File: src/rtl/hb_pkg.sv
package hb_pkg;

  typedef enum logic [1:0] {
    MODE_FWD   = 2'b00,
    MODE_REV   = 2'b01,
    MODE_BRAKE = 2'b10,
    MODE_HIZ   = 2'b11
  } hb_mode_e;

  typedef enum logic [1:0] {
    CLR_ON_TOGGLE,
    CLR_NEVER,
    CLR_ON_RELEASE
  } clr_pol_e;

  localparam int SW_A_HI = 0;
  localparam int SW_A_LO = 1;
  localparam int SW_B_HI = 2;
  localparam int SW_B_LO = 3;
  localparam int NSW     = 4;
  localparam int NLEG    = 2;

  localparam int CAT_SHORT = 0;
  localparam int CAT_OPEN  = 1;
  localparam int CAT_LOAD  = 2;
  localparam int CAT_HEAT  = 3;
  localparam int NCAT      = 4;

  // switches requested by a bridge state, before interlock and kill
  function automatic logic [NSW-1:0] mode_demand(hb_mode_e m);
    logic [NSW-1:0] d;
    d = '0;
    unique case (m)
      MODE_FWD:   begin d[SW_A_HI] = 1'b1; d[SW_B_LO] = 1'b1; end
      MODE_REV:   begin d[SW_A_LO] = 1'b1; d[SW_B_HI] = 1'b1; end
      MODE_BRAKE: begin d[SW_A_LO] = 1'b1; d[SW_B_LO] = 1'b1; end
      default:    d = '0;
    endcase
    return d;
  endfunction

  // how each fault class leaves its latch
  function automatic clr_pol_e cat_policy(int c);
    if (c == CAT_LOAD) return CLR_NEVER;
    if (c == CAT_HEAT) return CLR_ON_RELEASE;
    return CLR_ON_TOGGLE;
  endfunction

  // next value of a saturating persistence counter
  function automatic int unsigned persist_next(logic raw, int unsigned cnt, int unsigned lim);
    if (!raw) return 0;
    if (cnt >= lim) return lim;
    return cnt + 1;
  endfunction

endpackage

File: src/rtl/hb_in_sample.sv
module hb_in_sample
  import hb_pkg::*;
(
  input  logic     clk,
  input  logic     rst_n,
  input  logic     ctl_a,
  input  logic     ctl_b,
  output hb_mode_e mode,
  output logic     valid,
  output logic     changed
);

  logic [1:0] in_q;
  logic [1:0] in_prev;
  logic       vld_q;
  logic       vld_prev;

  always_ff @(posedge clk or negedge rst_n) begin
    if (!rst_n) begin
      in_q     <= 2'b00;
      in_prev  <= 2'b00;
      vld_q    <= 1'b0;
      vld_prev <= 1'b0;
    end else begin
      in_q     <= {ctl_a, ctl_b};
      in_prev  <= in_q;
      vld_q    <= 1'b1;
      vld_prev <= vld_q;
    end
  end

  assign mode    = hb_mode_e'(in_q);
  assign valid   = vld_q;
  // a change is only meaningful once two real samples exist
  assign changed = vld_prev && (in_q != in_prev);

endmodule

File: src/rtl/hb_fault_qual.sv
module hb_fault_qual #(
  parameter int QUAL_CYCLES = 2500
) (
  input  logic clk,
  input  logic rst_n,
  input  logic raw,
  output logic qual
);

  localparam int LIM = QUAL_CYCLES - 1;
  localparam int CW  = (QUAL_CYCLES > 2) ? $clog2(QUAL_CYCLES) : 1;

  logic [CW-1:0] cnt;

  always_ff @(posedge clk or negedge rst_n) begin
    if (!rst_n) begin
      cnt <= '0;
    end else begin
      cnt <= CW'(hb_pkg::persist_next(raw, int'(cnt), LIM));
    end
  end

  // this sample is the QUAL_CYCLES-th consecutive high one
  assign qual = raw && (cnt >= CW'(LIM));

endmodule

File: src/rtl/hb_fault_latch.sv
module hb_fault_latch
  import hb_pkg::*;
#(
  parameter clr_pol_e POL = CLR_ON_TOGGLE
) (
  input  logic clk,
  input  logic rst_n,
  input  logic set,
  input  logic raw,
  input  logic changed,
  output logic lat
);

  logic clr;

  generate
    if (POL == CLR_ON_TOGGLE) begin : g_toggle
      assign clr = changed && !raw;
    end else if (POL == CLR_ON_RELEASE) begin : g_release
      assign clr = !raw;
    end else begin : g_never
      assign clr = 1'b0;
    end
  endgenerate

  always_ff @(posedge clk or negedge rst_n) begin
    if (!rst_n)   lat <= 1'b0;
    else if (set) lat <= 1'b1;
    else if (clr) lat <= 1'b0;
  end

endmodule

File: src/rtl/hb_gate_ctrl.sv
module hb_gate_ctrl
  import hb_pkg::*;
(
  input  hb_mode_e       mode,
  input  logic           kill,
  input  logic [NSW-1:0] cond_fb,
  output logic [NSW-1:0] gate_en
);

  logic [NSW-1:0] demand;

  assign demand = mode_demand(mode);

  generate
    for (genvar l = 0; l < NLEG; l++) begin : g_leg
      localparam int HI = 2 * l;
      localparam int LO = 2 * l + 1;
      // each side waits for its partner to stop conducting
      assign gate_en[HI] = demand[HI] && !kill && !cond_fb[LO];
      assign gate_en[LO] = demand[LO] && !kill && !cond_fb[HI];
    end
  endgenerate

endmodule

File: src/rtl/hb_supervisor.sv
module hb_supervisor
  import hb_pkg::*;
#(
  parameter int QUAL_CYCLES = 2500
) (
  input  logic       clk,
  input  logic       rst_n,
  input  logic       ctl_a,
  input  logic       ctl_b,
  input  logic [3:0] cond_fb,
  input  logic       flt_gnd_short,
  input  logic       flt_vs_short,
  input  logic       flt_overload,
  input  logic       flt_open_hi,
  input  logic       flt_open_lo,
  input  logic       flt_load_short,
  input  logic       flt_overtemp,
  input  logic       flt_uvlo,
  output logic [3:0] gate_en,
  output logic       err_n,
  output logic       err_drv
);

  hb_mode_e        mode;
  logic            in_valid;
  logic            in_changed;
  logic            hiz;
  logic            uv_q;
  logic [NCAT-1:0] raw_vec;
  logic [NCAT-1:0] qual_vec;
  logic [NCAT-1:0] lat_vec;
  logic            kill;

  hb_in_sample u_in (
    .clk     (clk),
    .rst_n   (rst_n),
    .ctl_a   (ctl_a),
    .ctl_b   (ctl_b),
    .mode    (mode),
    .valid   (in_valid),
    .changed (in_changed)
  );

  always_ff @(posedge clk or negedge rst_n) begin
    if (!rst_n) uv_q <= 1'b0;
    else        uv_q <= flt_uvlo;
  end

  assign hiz = (mode == MODE_HIZ);

  // per-class visibility in the present bridge state
  assign raw_vec[CAT_SHORT] = in_valid && !hiz && (flt_gnd_short || flt_vs_short || flt_overload);
  assign raw_vec[CAT_OPEN]  = in_valid &&  hiz && flt_open_hi && flt_open_lo;
  assign raw_vec[CAT_LOAD]  = in_valid && !hiz && flt_load_short;
  assign raw_vec[CAT_HEAT]  = flt_overtemp;

  generate
    for (genvar c = 0; c < NCAT; c++) begin : g_cat
      hb_fault_qual #(.QUAL_CYCLES(QUAL_CYCLES)) u_qual (
        .clk   (clk),
        .rst_n (rst_n),
        .raw   (raw_vec[c]),
        .qual  (qual_vec[c])
      );
      hb_fault_latch #(.POL(cat_policy(c))) u_lat (
        .clk     (clk),
        .rst_n   (rst_n),
        .set     (qual_vec[c]),
        .raw     (raw_vec[c]),
        .changed (in_changed),
        .lat     (lat_vec[c])
      );
    end
  endgenerate

  assign err_drv = (|lat_vec) || uv_q;
  assign err_n   = !err_drv;
  assign kill    = err_drv || !in_valid;

  hb_gate_ctrl u_gate (
    .mode    (mode),
    .kill    (kill),
    .cond_fb (cond_fb),
    .gate_en (gate_en)
  );

endmodule

File: config.mk
export PLATFORM = sky130hd
export DESIGN_NAME = hb_supervisor
export DESIGN_NICKNAME = d
export VERILOG_FILES = /design/src/rtl/hb_pkg.sv /design/src/rtl/hb_in_sample.sv /design/src/rtl/hb_fault_qual.sv /design/src/rtl/hb_fault_latch.sv /design/src/rtl/hb_gate_ctrl.sv /design/src/rtl/hb_supervisor.sv
export SDC_FILE = /design/constraint.sdc
export NUM_CORES = 1
export LEC_CHECK = 0
export ABC_AREA = 0
export BUFFER_PORTS_ARGS = -buffer_cell sky130_fd_sc_hd__buf_2
export CORE_AREA = 5 5 103 105
export CTS_BUF_LIST = sky130_fd_sc_hd__clkbuf_4 sky130_fd_sc_hd__clkbuf_8
export DETAILED_ROUTE_END_ITERATION = 10
export DIE_AREA = 0 0 108 110
export GPL_ROUTABILITY_DRIVEN = 0
export PLACE_DENSITY = 0.56
export SYNTH_ARGS = -nofsm -noshare
export SYNTH_HDL_FRONTEND = slang
export SYNTH_SLANG_ARGS = --single-unit
File: constraint.sdc
create_clock -name clk -period 2 [get_ports clk]
set_input_delay 0.4 -clock clk [delete_from_list [all_inputs] [get_ports clk]]
set_output_delay 0.4 -clock clk [all_outputs]
set_load 0.02 [all_outputs]
# Word-level counts from Yosys, hierarchy flattened
# Cells that the tools add are included.
[op_classes]
mux = 30
n_addsub = 4
n_reduce_logical = 41
n_eq_ne = 5
order_cmp = 8
[op_table]
columns = ["op", "n"]
rows = [
  ["$mux W12", 12],
  ["$ge A12 B12 Y1 const B", 8],
  ["$add A12 B1 Y12 const B", 4],
  ["$logic_and A1 B1 Y1", 21],
  ["$mux W1", 18],
  ["$logic_not A1 Y1", 10],
  ["$eq A2 B2 Y1 const B", 2],
  ["$logic_or A1 B1 Y1", 4],
  ["$reduce_bool A2 Y1", 2],
  ["$reduce_or A2 Y1", 2],
  ["$reduce_or A4 Y1", 1],
  ["$eq A2 B1 Y1 const B", 1],
  ["$logic_not A2 Y1", 1],
  ["$ne A2 B1 Y1 const B", 1],
  ["$ne A2 B2 Y1", 1],
]
[word_totals]
ff_bits = 59

# Longest topological paths before layout
# Gate-level depths: netlist (run 1).
[depth]
depth_word = 8
ltp_mapped = 5
mapped_depth_nobuf = 5

# By module
# From an unflattened synthesis (run 1), not the netlist that was laid out.
[hier_totals]
hier_cells = 272
area_unflattened_um2 = 2785.2
[by_module_without_submodules]
columns = ["mod", "cells_per_inst", "n_inst", "area_each_um2", "seq_area_each_um2"]
rows = [
  ["hb_fault_qual", 58, 4, 575.6, 300.3],
  ["hb_in_sample", 10, 1, 178.9, 150.1],
  ["hb_supervisor", 10, 1, 86.3, 25.0],
  ["hb_fault_latch (g_cat[0].u_lat ...)", 3, 2, 38.8, 25.0],
  ["hb_gate_ctrl", 10, 1, 76.3, 0.0],
  ["hb_fault_latch (g_cat[3].u_lat)", 2, 1, 32.5, 25.0],
  ["hb_fault_latch (g_cat[2].u_lat)", 2, 1, 31.3, 25.0],
]

# Least setup slack after synthesis (run 1)
# OpenSTA, ideal clock, no wires.
[synth_timing]
path_kind = "register to output"
start = "register g_cat[0].u_lat.lat"
end = "output port gate_en[2]"
n_path_buf = 0
stages_incl_launch_ff = 5
slack_ps = -351
t_required_ps = 1600
arrival_time_ps = 1951
path_cell_list = "dfrtp_1 -> or4_1 -> nor2_1 -> nand2_1 -> nor3b_1"
[synth_via]
elab_chain_cells = 6
[synth_rtl]
columns = ["element", "line_no", "source"]
rows = [
  ["start, declared", "hb_fault_latch.sv:11", "output logic lat"],
  ["start signal, assigned", "hb_fault_latch.sv:27", "if (!rst_n) lat <= 1'b0;"],
  ["start signal, assigned", "hb_fault_latch.sv:28", "else if (set) lat <= 1'b1;"],
  ["start signal, assigned", "hb_fault_latch.sv:29", "else if (clr) lat <= 1'b0;"],
  ["$reduce_or A4 Y1", "hb_supervisor.sv:76", "assign err_drv = (|lat_vec) || uv_q;"],
  ["$logic_or A1 B1 Y1", "hb_supervisor.sv:76", ""],
  ["$logic_or A1 B1 Y1", "hb_supervisor.sv:78", "assign kill = err_drv || !in_valid;"],
  ["$logic_not A1 Y1", "hb_gate_ctrl.sv:19", "assign gate_en[HI] = demand[HI] && !kill && !cond_fb[LO];"],
  ["$logic_and A1 B1 Y1 (2 in series)", "hb_gate_ctrl.sv:19", ""],
  ["end, declared", "hb_supervisor.sv:19", "output logic [3:0] gate_en,"],
]
# Every way passes these cells.

# Worst setup path in the final report (run 1)
[layout_timing]
start = "register uv_q"
end = "output port gate_en[0]"
[layout_via]
elab_chain_cells = 5
[layout_rtl]
columns = ["element", "line_no", "source"]
rows = [
  ["start, declared", "hb_supervisor.sv:28", "logic uv_q;"],
  ["start signal, assigned", "hb_supervisor.sv:46", "else uv_q <= flt_uvlo;"],
  ["$logic_or A1 B1 Y1", "hb_supervisor.sv:76", ""],
  ["$logic_or A1 B1 Y1", "hb_supervisor.sv:78", ""],
  ["$logic_not A1 Y1", "hb_gate_ctrl.sv:19", ""],
  ["$logic_and A1 B1 Y1 (2 in series)", "hb_gate_ctrl.sv:19", ""],
]
# Every way passes these cells.

==> impl_metrics.env, run 1 <==
export IMPL_status="finished, violations left"
export IMPL_violations="negative setup slack"
export IMPL_slew_viol_final=0
export IMPL_critical_path_depth=5
export IMPL_numCtsBuffers=9
export IMPL_start_kind="flip-flop"
export IMPL_critical_path_class="reg -> out"
export IMPL_fin_ws_ns=-0.2443
export IMPL_routed_wirelength_mm=5.437
export IMPL_die_height_um=110
export IMPL_clockBufferDepth=2
export IMPL_syn2layout_area_growth_pct=23.97
export IMPL_core_area_sq_um=9549
export IMPL_rows=36
export IMPL_rsz0062_at_grt="true"
export IMPL_cts_tree="done"
export IMPL_timing_final_crit_share=1.122
export IMPL_seqPwrFrac=0.452
export IMPL_hpwl_mm=3.842
export IMPL_p_comb_frac=0.057
export IMPL_critPathSlowestCell="or4_4"
export IMPL_path_max_fanout=4
export IMPL_worstSkewPairLatency_ns=0.34
export IMPL_min_period_ns=2.244
export IMPL_multiInputGateArea_sq_um=1361
export IMPL_cp_required_ns=1.60
export IMPL_synthesis_area_sq_um=2819
export IMPL_synth_seq_cells=59
export IMPL_nNetsFinal=334
export IMPL_drt_iter0_markers=40
export IMPL_vias_per_cell=4.574
export IMPL_p_clk_frac=0.491
export IMPL_power_density_nw_per_um2=782.3
export IMPL_path_clk_slew_ns=0.07
export IMPL_num_vias=2049
export IMPL_yosysWarnings=0
export IMPL_rr_worst_depth=5
export IMPL_path_delay_family="simple AND/OR/NAND/NOR gates"
export IMPL_hold_class="in -> async"
export IMPL_ys_types=34
export IMPL_drv_cap=0
export IMPL_syn_num_nets=297
export IMPL_cts_root_buf="clkbuf_8"
export IMPL_clock_sinks=59
export IMPL_antenna_found_initial=0
export IMPL_wl_per_cell_um=12.14
export IMPL_dp_cells=430
export IMPL_setup_viol=6
export IMPL_instances_no_fill=448
export IMPL_nFillCells=996
export IMPL_pre_cts_ws_ns=0.007915
export IMPL_grt_first_pass_wirelength_mm=9.611
export IMPL_grt_use_total=0.1031
export IMPL_intPower_mw=2.153
export IMPL_vdd_ir_drop_max_uv=348.1
export IMPL_slew_headroom=0.4344
export IMPL_detail_route_antenna_nets=0
export IMPL_antenna_diode_count=0
export IMPL_drcViolationCount=0
export IMPL_die_area_sq_um=11880
export IMPL_syn_inst=273
export IMPL_seq_area_sq_um=1476
export IMPL_grt_pass1_vias=2019
export IMPL_sw_frac_of_total=0.2126
export IMPL_cp_num_buf_inv=1
export IMPL_crit_chain="or4_4 -> nor2_4 -> nand2_4 -> nor3b_4 -> buf_6"
export IMPL_hold_viol_final=0
export IMPL_portBuffers=21
export IMPL_setup_worst_path_start="uv_q"
export IMPL_critPathMaxStageDelay_ns=0.54
export IMPL_grt_start_max_net_pins=41
export IMPL_fin_skew_ns=0.007324
export IMPL_timing_fmax_mhz=445.6
export IMPL_end_kind="output pin"
export IMPL_regToRegStartpoint="g_cat[1].u_qual.cnt[0]"
export IMPL_ys_seq_area_frac=0.5237
export IMPL_fin_util=0.3660
export IMPL_power_leakage_nw=1.404
export IMPL_cts_htree_levels=3
export IMPL_grt_ovfl_total=0
export IMPL_switching_power_mw=0.5811
export IMPL_num_io_pins=22
export IMPL_tightest_slew_ns=0.8412
export IMPL_drive_gt1_frac=0.1810
export IMPL_cp_data_arrival_time_ns=1.84
export IMPL_firstDrtPassIters=4
export IMPL_initial_core_util=0.2952
export IMPL_tns_ns=-1.173
export IMPL_avgSynthCellArea_sq_um=10.33
export IMPL_die_w_um=108
==> what timing repair did <==
item,in CTS,in global routing
buffers inserted,2,0
setup endpoints to repair,6,6
pin swaps,2,4
gates resized for setup,14,0
hold buffers,0,0
==> power groups by stage <==
stage	registers [mW]	logic (mW)	clock network [mW]
final	1.24	0.156	1.34
after global routing	1.24	0.176	1.43
after CTS	1.24	0.161	1.37
after detailed placement	1.26	0.152	0
after global placement	1.26	0.149	0
after floorplan	1.25	0.0787	0
==> cell usage after synthesis <==
| cell | count | area [sq um] |
|---|---|---|
| a21bo_2 | 1 | 10.01 |
| a21boi_1 | 4 | 30.03 |
| a21boi_2 | 1 | 11.26 |
| a21oi_1 | 18 | 90.09 |
| a31oi_1 | 3 | 18.77 |
| a31oi_4 | 1 | 21.27 |
| and3_1 | 3 | 18.77 |
| clkbuf_1 | 2 | 7.510 |
| conb_1 | 1 | 3.750 |
| dfrtp_1 | 59 | 1476 |
| ha_1 | 8 | 100.1 |
| inv_1 | 10 | 37.54 |
| nand2_1 | 14 | 52.55 |
| nand2b_1 | 1 | 6.260 |
| nand3_1 | 18 | 90.09 |
| nand4_1 | 5 | 31.28 |
| nor2_1 | 31 | 116.4 |
| nor2b_1 | 3 | 18.77 |
| nor3_1 | 26 | 130.1 |
| nor3b_1 | 4 | 30.03 |
| nor4_1 | 2 | 12.51 |
| o2111ai_4 | 1 | 26.28 |
| o211ai_1 | 1 | 7.510 |
| o21a_1 | 3 | 22.52 |
| o21ai_0 | 4 | 20.02 |
| o21bai_1 | 1 | 7.510 |
| o2bb2ai_1 | 1 | 8.760 |
| o31a_1 | 3 | 26.28 |
| o31ai_1 | 2 | 15.01 |
| o31ai_2 | 1 | 12.51 |
| or4_1 | 2 | 15.01 |
| or4_4 | 1 | 11.26 |
| xnor2_1 | 29 | 254.0 |
| xor2_1 | 9 | 78.83 |
==> per-layer routing <==
layer  vias up  GRT usage  routed length [um]
li1       1029          -                   -
met1       986     0.1416                2771
met2        28     0.1492                2321
met3         6    0.04252                 269
met4         0    0.02976                  75
met5         -          0                   0
==> sequential cells by signal, summed over array words and instances, names as in the netlist <==
| name | flops |
|---|---|
| uv_q | 1 |
| u_in.valid | 1 |
| u_in.in_prev | 2 |
| u_in.vld_prev | 1 |
| u_in.mode | 2 |
| g_cat.u_qual.cnt | 48 |
| g_cat.u_lat.lat | 4 |
==> cell type report <==
| cell class | count | area share |
|---|---|---|
| multi-input combinational | 202 | 0.3895 |
| sequential | 59 | 0.4225 |
| clock inverter | 5 | 0.02864 |
| inverter | 10 | 0.01074 |
| timing repair buffer | 28 | 0.05943 |
| tap | 133 | 0.04762 |
| clock buffer | 11 | 0.04153 |
==> worst register-to-register path, cell delays in order (launching register included) <==
cell     delay, ns
dfrtp_1       0.41
ha_1          0.25
nor4_1        0.24
a21oi_1       0.16
o31ai_2       0.45
a21oi_1       0.15
==> cell usage in the layout (no fill, tap or decap), drive strengths merged, types with 4 or more instances in the layout <==
cell / instances
o21ai: 4
a21oi: 18
nor3b: 4
dfrtp: 59
xor2: 9
ha: 8
clkbuf: 11
nor3: 26
xnor2: 29
nand3: 18
inv: 10
nand4: 5
nand2: 14
nor2: 31
a21boi: 5
buf: 28
a31oi: 4
==> per-stage QoR <==
stage | power (mW) | area (sq um) | hold WS (ns)
after floorplan | 1.332 | 2874 | 0.1044
after global placement | 1.406 | 3188 | 0.3944
after detailed placement | 1.409 | 3188 | 0.3951
after CTS | 2.768 | 3495 | 0.02746
after global routing | 2.849 | 3495 | 0.03915
final | 2.734 | 3495 | 0.01922
==> path summary, 6_finish.rpt <==
kind	slack, ns	end
setup / recovery	-0.24	gate_en[0]
hold / removal	0.02	g_cat[3].u_qual.cnt[2]
setup reg to reg	0.20	g_cat[1].u_qual.cnt[1]
hold reg to reg	0.48	g_cat[2].u_qual.cnt[0]
max in group asynchronous	1.41	u_in.vld_prev
min in group clk	0.17	u_in.mode[1]
==> logic make-up after synthesis <==
family	count (synthesis)	synth area share
adders and majority gates	8	0.03551
buffers and inverters	12	0.01598
and+or+nand+nor	110	0.1891
other	1	0.001330
DFF	59	0.5237
AOI/OAI and AO/OA	45	0.1163
xor gates and xnor gates	38	0.1181
Note: power is estimated with default switching activity, not from simulation.
==> run 2: changes to the inputs <==
--- a/config.mk
+++ b/config.mk
@@ -12,7 +12,9 @@
 export DETAILED_ROUTE_END_ITERATION = 10
 export DIE_AREA = 0 0 108 110
 export GPL_ROUTABILITY_DRIVEN = 0
+export MAX_ROUTING_LAYER = met4
 export PLACE_DENSITY = 0.56
+export SLEW_MARGIN = 20
 export SYNTH_ARGS = -nofsm -noshare
 export SYNTH_HDL_FRONTEND = slang
 export SYNTH_SLANG_ARGS = --single-unit
==> impl_metrics.env, run 2 (synthesized netlist as in run 1, its figures left out) <==
export IMPL_regMostFlops="g_cat.u_qual.cnt"
export IMPL_start_kind="flip-flop"
export IMPL_grt_first_pass_wirelength_mm=9.611
export IMPL_timing_fmax_mhz=445.6
export IMPL_portBuffers=21
export IMPL_critical_path_class="reg -> out"
export IMPL_nNetsFinal=334
export IMPL_tns_ns=-1.173
export IMPL_largest_register_ff_count=48
export IMPL_grt_pass1_vias=2019
export IMPL_clockBufferDepth=2
export IMPL_cp_data_arrival_time_ns=1.84
export IMPL_nFillCells=996
export IMPL_num_io_pins=22
export IMPL_die_w_um=108
export IMPL_initial_core_util=0.2952
export IMPL_vdd_ir_drop_max_uv=348.1
export IMPL_detail_route_antenna_nets=0
export IMPL_timing_final_crit_share=1.122
export IMPL_cts_htree_levels=3
export IMPL_power_leakage_nw=1.404
export IMPL_antenna_found_initial=0
export IMPL_setup_viol=6
export IMPL_fin_skew_ns=0.007324
export IMPL_firstDrtPassIters=4
export IMPL_hold_class="in -> async"
export IMPL_die_height_um=110
export IMPL_wl_per_cell_um=12.14
export IMPL_vias_per_cell=4.574
export IMPL_ctsHoldBuffers=0
export IMPL_whs_ns=0.01922
export IMPL_place_area_sq_um=3188
export IMPL_routed_wirelength_mm=5.437
export IMPL_grt_ovfl_total=0
export IMPL_path_max_fanout=4
export IMPL_final_cell_area_sq_um=3495
export IMPL_hpwl_mm=3.842
export IMPL_die_area_sq_um=11880
export IMPL_slew_headroom=0.4344
export IMPL_drcViolationCount=0
export IMPL_fin_ws_ns=-0.2443
export IMPL_top_regs="g_cat.u_qual.cnt x48, g_cat.u_lat.lat x4"
export IMPL_rsz0062_at_grt="true"
export IMPL_end_kind="output pin"
export IMPL_power_density_nw_per_um2=782.3
export IMPL_hold_viol_final=0
export IMPL_path_clk_slew_ns=0.07
export IMPL_tightest_slew_ns=0.8412
export IMPL_drt_iter0_markers=40
export IMPL_cts_tree="done"
export IMPL_antenna_diode_count=0
export IMPL_num_vias=2049
export IMPL_slew_viol_final=0
export IMPL_final_cell_mix="dfrtp_1, nor2_1, xnor2_1, nor3_1"
export IMPL_cp_required_ns=1.60
export IMPL_cts_root_buf="clkbuf_8"
export IMPL_drive_gt1_frac=0.1810
export IMPL_final_common_cell="dfrtp_1"
export IMPL_min_period_ns=2.244
export IMPL_grt_start_max_net_pins=41
export IMPL_violations="negative setup slack"
export IMPL_worstSkewPairLatency_ns=0.34
export IMPL_grt_use_total=0.1061
export IMPL_numCtsBuffers=9
export IMPL_rows=36
export IMPL_syn2layout_area_growth_pct=23.97
export IMPL_drv_cap=0
export IMPL_clock_sinks=59
export IMPL_status="finished, violations left"
export IMPL_core_area_sq_um=9549
[run 2: cell counts in the layout (fill, tap and decap cells not counted)]
Identical to the previous run, type by type.
[run 2: critical path, cell delays in order, from the launching register on]
cell and delay [ns]:
dfrtp_1 0.37, or4_4 0.54, nor2_4 0.14, nand2_4 0.11, nor3b_4 0.21, buf_6 0.14
[run 2: worst paths after layout]
path / cells after the start / start / endpoint / slack (ns)
max: 5 / uv_q / gate_en[0] / -0.24
min: 1 / rst_n / g_cat[3].u_qual.cnt[2] / 0.02
max reg2reg: 5 / g_cat[1].u_qual.cnt[0] / g_cat[1].u_qual.cnt[1] / 0.20
min reg2reg: 1 / g_cat[2].u_qual.cnt[0] / g_cat[2].u_qual.cnt[0] / 0.48
max in group asynchronous: 2 / rst_n / u_in.vld_prev / 1.41
min in group clk: 1 / ctl_a / u_in.mode[1] / 0.17
[run 2: cell type report]
class                      count  area [sq um]  share of cell area
tap                          133         166.4             0.04762
sequential                    59          1476              0.4225
clock buffer                  11         145.1             0.04153
multi-input combinational    202          1361              0.3895
timing repair buffer          28         207.7             0.05943
clock inverter                 5         100.1             0.02864
inverter                      10         37.54             0.01074
[run 2: what timing repair did]
item | in CTS | in global routing
pin swaps | 2 | 4
endpoints found under the setup margin | 6 | 6
gates resized for setup | 14 | 0
setup buffers | 2 | 0
[run 2: where the power goes]
part	switching, mW	internal (mW)
clock network	0.471	0.872
registers	0.0206	1.21
logic	0.0895	0.0665
total	0.581	2.15
[run 2: metrics by stage]
stage / utilization / instances / power, mW / worst slack, ns
2_1_floorplan: - / 273 / 1.332 / 0.01112
3_3_place_gp: 0.3339 / 430 / 1.406 / 0.02766
3_5_place_dp: 0.3339 / 430 / 1.409 / 0.007915
4_1_cts: 0.3660 / 448 / 2.768 / -0.2644
5_1_grt: 0.3660 / 448 / 2.849 / -0.3356
6_report: 0.3660 / 448 / 2.734 / -0.2443
[run 2: metal layers]
metal	vias up	routed length, um	GRT usage
met3	6	262	0.04193
met4	0	75	0.02976
li1	1029	-	-
met2	28	2321	0.1492
met1	986	2778	0.1420
met5	-	0	-
==> run 3: changes to the inputs <==
--- a/config.mk
+++ b/config.mk
@@ -7,13 +7,15 @@
 export LEC_CHECK = 0
 export ABC_AREA = 0
 export BUFFER_PORTS_ARGS = -buffer_cell sky130_fd_sc_hd__buf_2
-export CORE_AREA = 5 5 103 105
+export CORE_AREA = 5 5 86 88
 export CTS_BUF_LIST = sky130_fd_sc_hd__clkbuf_4 sky130_fd_sc_hd__clkbuf_8
 export DETAILED_ROUTE_END_ITERATION = 10
-export DIE_AREA = 0 0 108 110
+export DIE_AREA = 0 0 91 93
 export GPL_ROUTABILITY_DRIVEN = 0
+export GPL_TIMING_DRIVEN = 1
 export MAX_ROUTING_LAYER = met4
-export PLACE_DENSITY = 0.56
+export PLACE_DENSITY = 0.72
+export SETUP_SLACK_MARGIN = 0.05
 export SLEW_MARGIN = 20
 export SYNTH_ARGS = -nofsm -noshare
 export SYNTH_HDL_FRONTEND = slang
==> impl_metrics.env, run 3 (synthesized netlist as in run 1, its figures left out) <==
export IMPL_status="finished, violations left"
export IMPL_violations="negative setup slack"
export IMPL_grt_start_max_net_pins=60
export IMPL_grt_ovfl_total=0
export IMPL_drcViolationCount=0
export IMPL_nNetsFinal=335
export IMPL_critPathSlowestCell="or4_4"
export IMPL_rr_worst_depth=5
export IMPL_r2r_end="g_cat[0].u_lat.lat"
export IMPL_start_kind="flip-flop"
export IMPL_power_density_nw_per_um2=737.3
export IMPL_initial_core_util=0.4291
export IMPL_critPathMaxStageDelay_ns=0.54
export IMPL_instances_no_fill=396
export IMPL_slew_viol_final=0
export IMPL_final_common_cell="dfrtp_1"
export IMPL_rsz0062_at_grt="true"
export IMPL_vdd_ir_drop_max_uv=509.7
export IMPL_clock_sinks=59
export IMPL_num_vias=2074
export IMPL_largest_register_ff_count=48
export IMPL_setup_worst_path_start="uv_q"
export IMPL_dp_cells=377
export IMPL_critical_path_class="reg -> out"
export IMPL_cp_required_ns=1.60
export IMPL_worstSkewPairLatency_ns=0.34
export IMPL_vias_per_cell=5.237
export IMPL_drv_cap=0
export IMPL_regMostFlops="g_cat.u_qual.cnt"
export IMPL_setup_viol=6
export IMPL_cts_tree="done"
export IMPL_die_height_um=93
export IMPL_final_cell_mix="dfrtp_1, nor2_1, xnor2_1, nor3_1"
export IMPL_grt_use_total=0.1446
export IMPL_cp_data_arrival_time_ns=1.83
export IMPL_timing_final_crit_share=1.113
export IMPL_firstDrtPassIters=4
export IMPL_min_period_ns=2.227
export IMPL_drive_gt1_frac=0.1835
export IMPL_path_delay_family="simple AND/OR/NAND/NOR gates"
export IMPL_seqPwrFrac=0.492
export IMPL_cts_root_buf="clkbuf_8"
export IMPL_numCtsBuffers=9
export IMPL_crit_chain="or4_4 -> nor2_4 -> nand2_4 -> nor3b_4 -> buf_6"
export IMPL_detail_route_antenna_nets=0
export IMPL_sw_frac_of_total=0.2218
export IMPL_place_area_sq_um=3131
export IMPL_grt_first_pass_wirelength_mm=9.818
export IMPL_final_cell_area_sq_um=3407
export IMPL_fin_skew_ns=0.006438
export IMPL_drt_iter0_markers=96
export IMPL_p_clk_frac=0.446
export IMPL_antenna_found_initial=0
export IMPL_slew_headroom=0.6421
export IMPL_p_comb_frac=0.062
export IMPL_grt_pass1_vias=2197
export IMPL_reg2reg_slack_ns=0.25
export IMPL_cp_num_buf_inv=1
export IMPL_clockBufferDepth=2
export IMPL_syn2layout_area_growth_pct=20.86
export IMPL_rows=30
export IMPL_hold_class="in -> async"
export IMPL_power_leakage_nw=1.392
export IMPL_portBuffers=21
export IMPL_wl_per_cell_um=13.16
export IMPL_critPathCapture="gate_en[0]"
export IMPL_path_clk_slew_ns=0.07
export IMPL_hold_viol_final=0
export IMPL_critical_path_depth=5
export IMPL_tightest_slew_ns=0.5337
export IMPL_die_w_um=91
export IMPL_die_area_sq_um=8463
export IMPL_num_io_pins=22
export IMPL_path_max_fanout=4
export IMPL_regToRegStartpoint="g_cat[0].u_qual.cnt[0]"
export IMPL_antenna_diode_count=0
export IMPL_fin_total_pwr_mw=2.512
export IMPL_hpwl_mm=3.718
export IMPL_switching_power_mw=0.5571
export IMPL_routed_wirelength_mm=5.212
export IMPL_timing_fmax_mhz=449.1
export IMPL_end_kind="output pin"
export IMPL_cts_htree_levels=3
export IMPL_fin_ws_ns=-0.2269
export IMPL_top_regs="g_cat.u_qual.cnt x48, g_cat.u_lat.lat x4"
export IMPL_core_area_sq_um=6569
export IMPL_intPower_mw=1.955
## run 3: worst min-delay path by stage
stage	from	endpoint	slack, ns	cells after the start
after detailed placement	rst_n	g_cat[2].u_qual.cnt[9]	0.43	2
after global routing	rst_n	g_cat[1].u_qual.cnt[5]	0.07	2
after global placement	rst_n	g_cat[2].u_qual.cnt[4]	0.43	2
final	rst_n	g_cat[2].u_qual.cnt[11]	0.05	2
after floorplan	rst_n	g_cat[0].u_lat.lat	0.10	0
after CTS	rst_n	g_cat[1].u_qual.cnt[5]	0.06	2
## run 3: worst reg2reg max path: cells and delay by family (launching register included)
family | cells | cell delay (ns)
flip-flops | 1 | 0.39
adder cells (fa/ha/maj) | 1 | 0.27
AO/OA/AOI/OAI | 2 | 0.39
AND/OR/NAND/NOR | 2 | 0.56
## run 3: power groups by stage
stage / Sequential, mW / Clock (mW) / Combinational, mW
after global placement: 1.26 / 0 / 0.148
after global routing: 1.24 / 1.23 / 0.177
after floorplan: 1.25 / 0 / 0.0805
after CTS: 1.24 / 1.16 / 0.157
after detailed placement: 1.26 / 0 / 0.152
final: 1.24 / 1.12 / 0.155
## run 3: layout make-up
cell class	count	area (sq um)
Clock buffer	12	165.2
Clock inverter	4	47.55
Fill cell	574	3162
Inverter	10	37.54
Multi-Input combinational cell	202	1361
Sequential cell	59	1476
Tap cell	80	100.1
Timing Repair Buffer	29	219.0
## run 3: what timing repair did
item                       CTS  global route
setup endpoints to repair    6             6
buffers inserted             2             2
pin swaps                    3             1
gates resized for setup     10             3
hold buffers                 0             0
## run 3: per-stage QoR
step / setup TNS, ns / hold slack, ns / util / worst slack, ns
floorplan: 0 / 0.1044 / - / 0.05391
global placement: 0 / 0.4268 / 0.4766 / 0.08550
detailed placement: 0 / 0.4279 / 0.4766 / 0.04030
CTS: -1.179 / 0.06059 / 0.5160 / -0.2444
global route: -1.530 / 0.06857 / 0.5187 / -0.3006
finish: -1.047 / 0.04887 / 0.5187 / -0.2269
## run 3: routing by layer
layer / vias up / track usage / share of wire
met1: 999 / 0.1645 / 0.44
met3: 7 / 0.05390 / 0.042
li1: 1031 / - / -
met4: 0 / 0.04034 / 0.011
met2: 37 / 0.2404 / 0.50
met5: - / - / 0
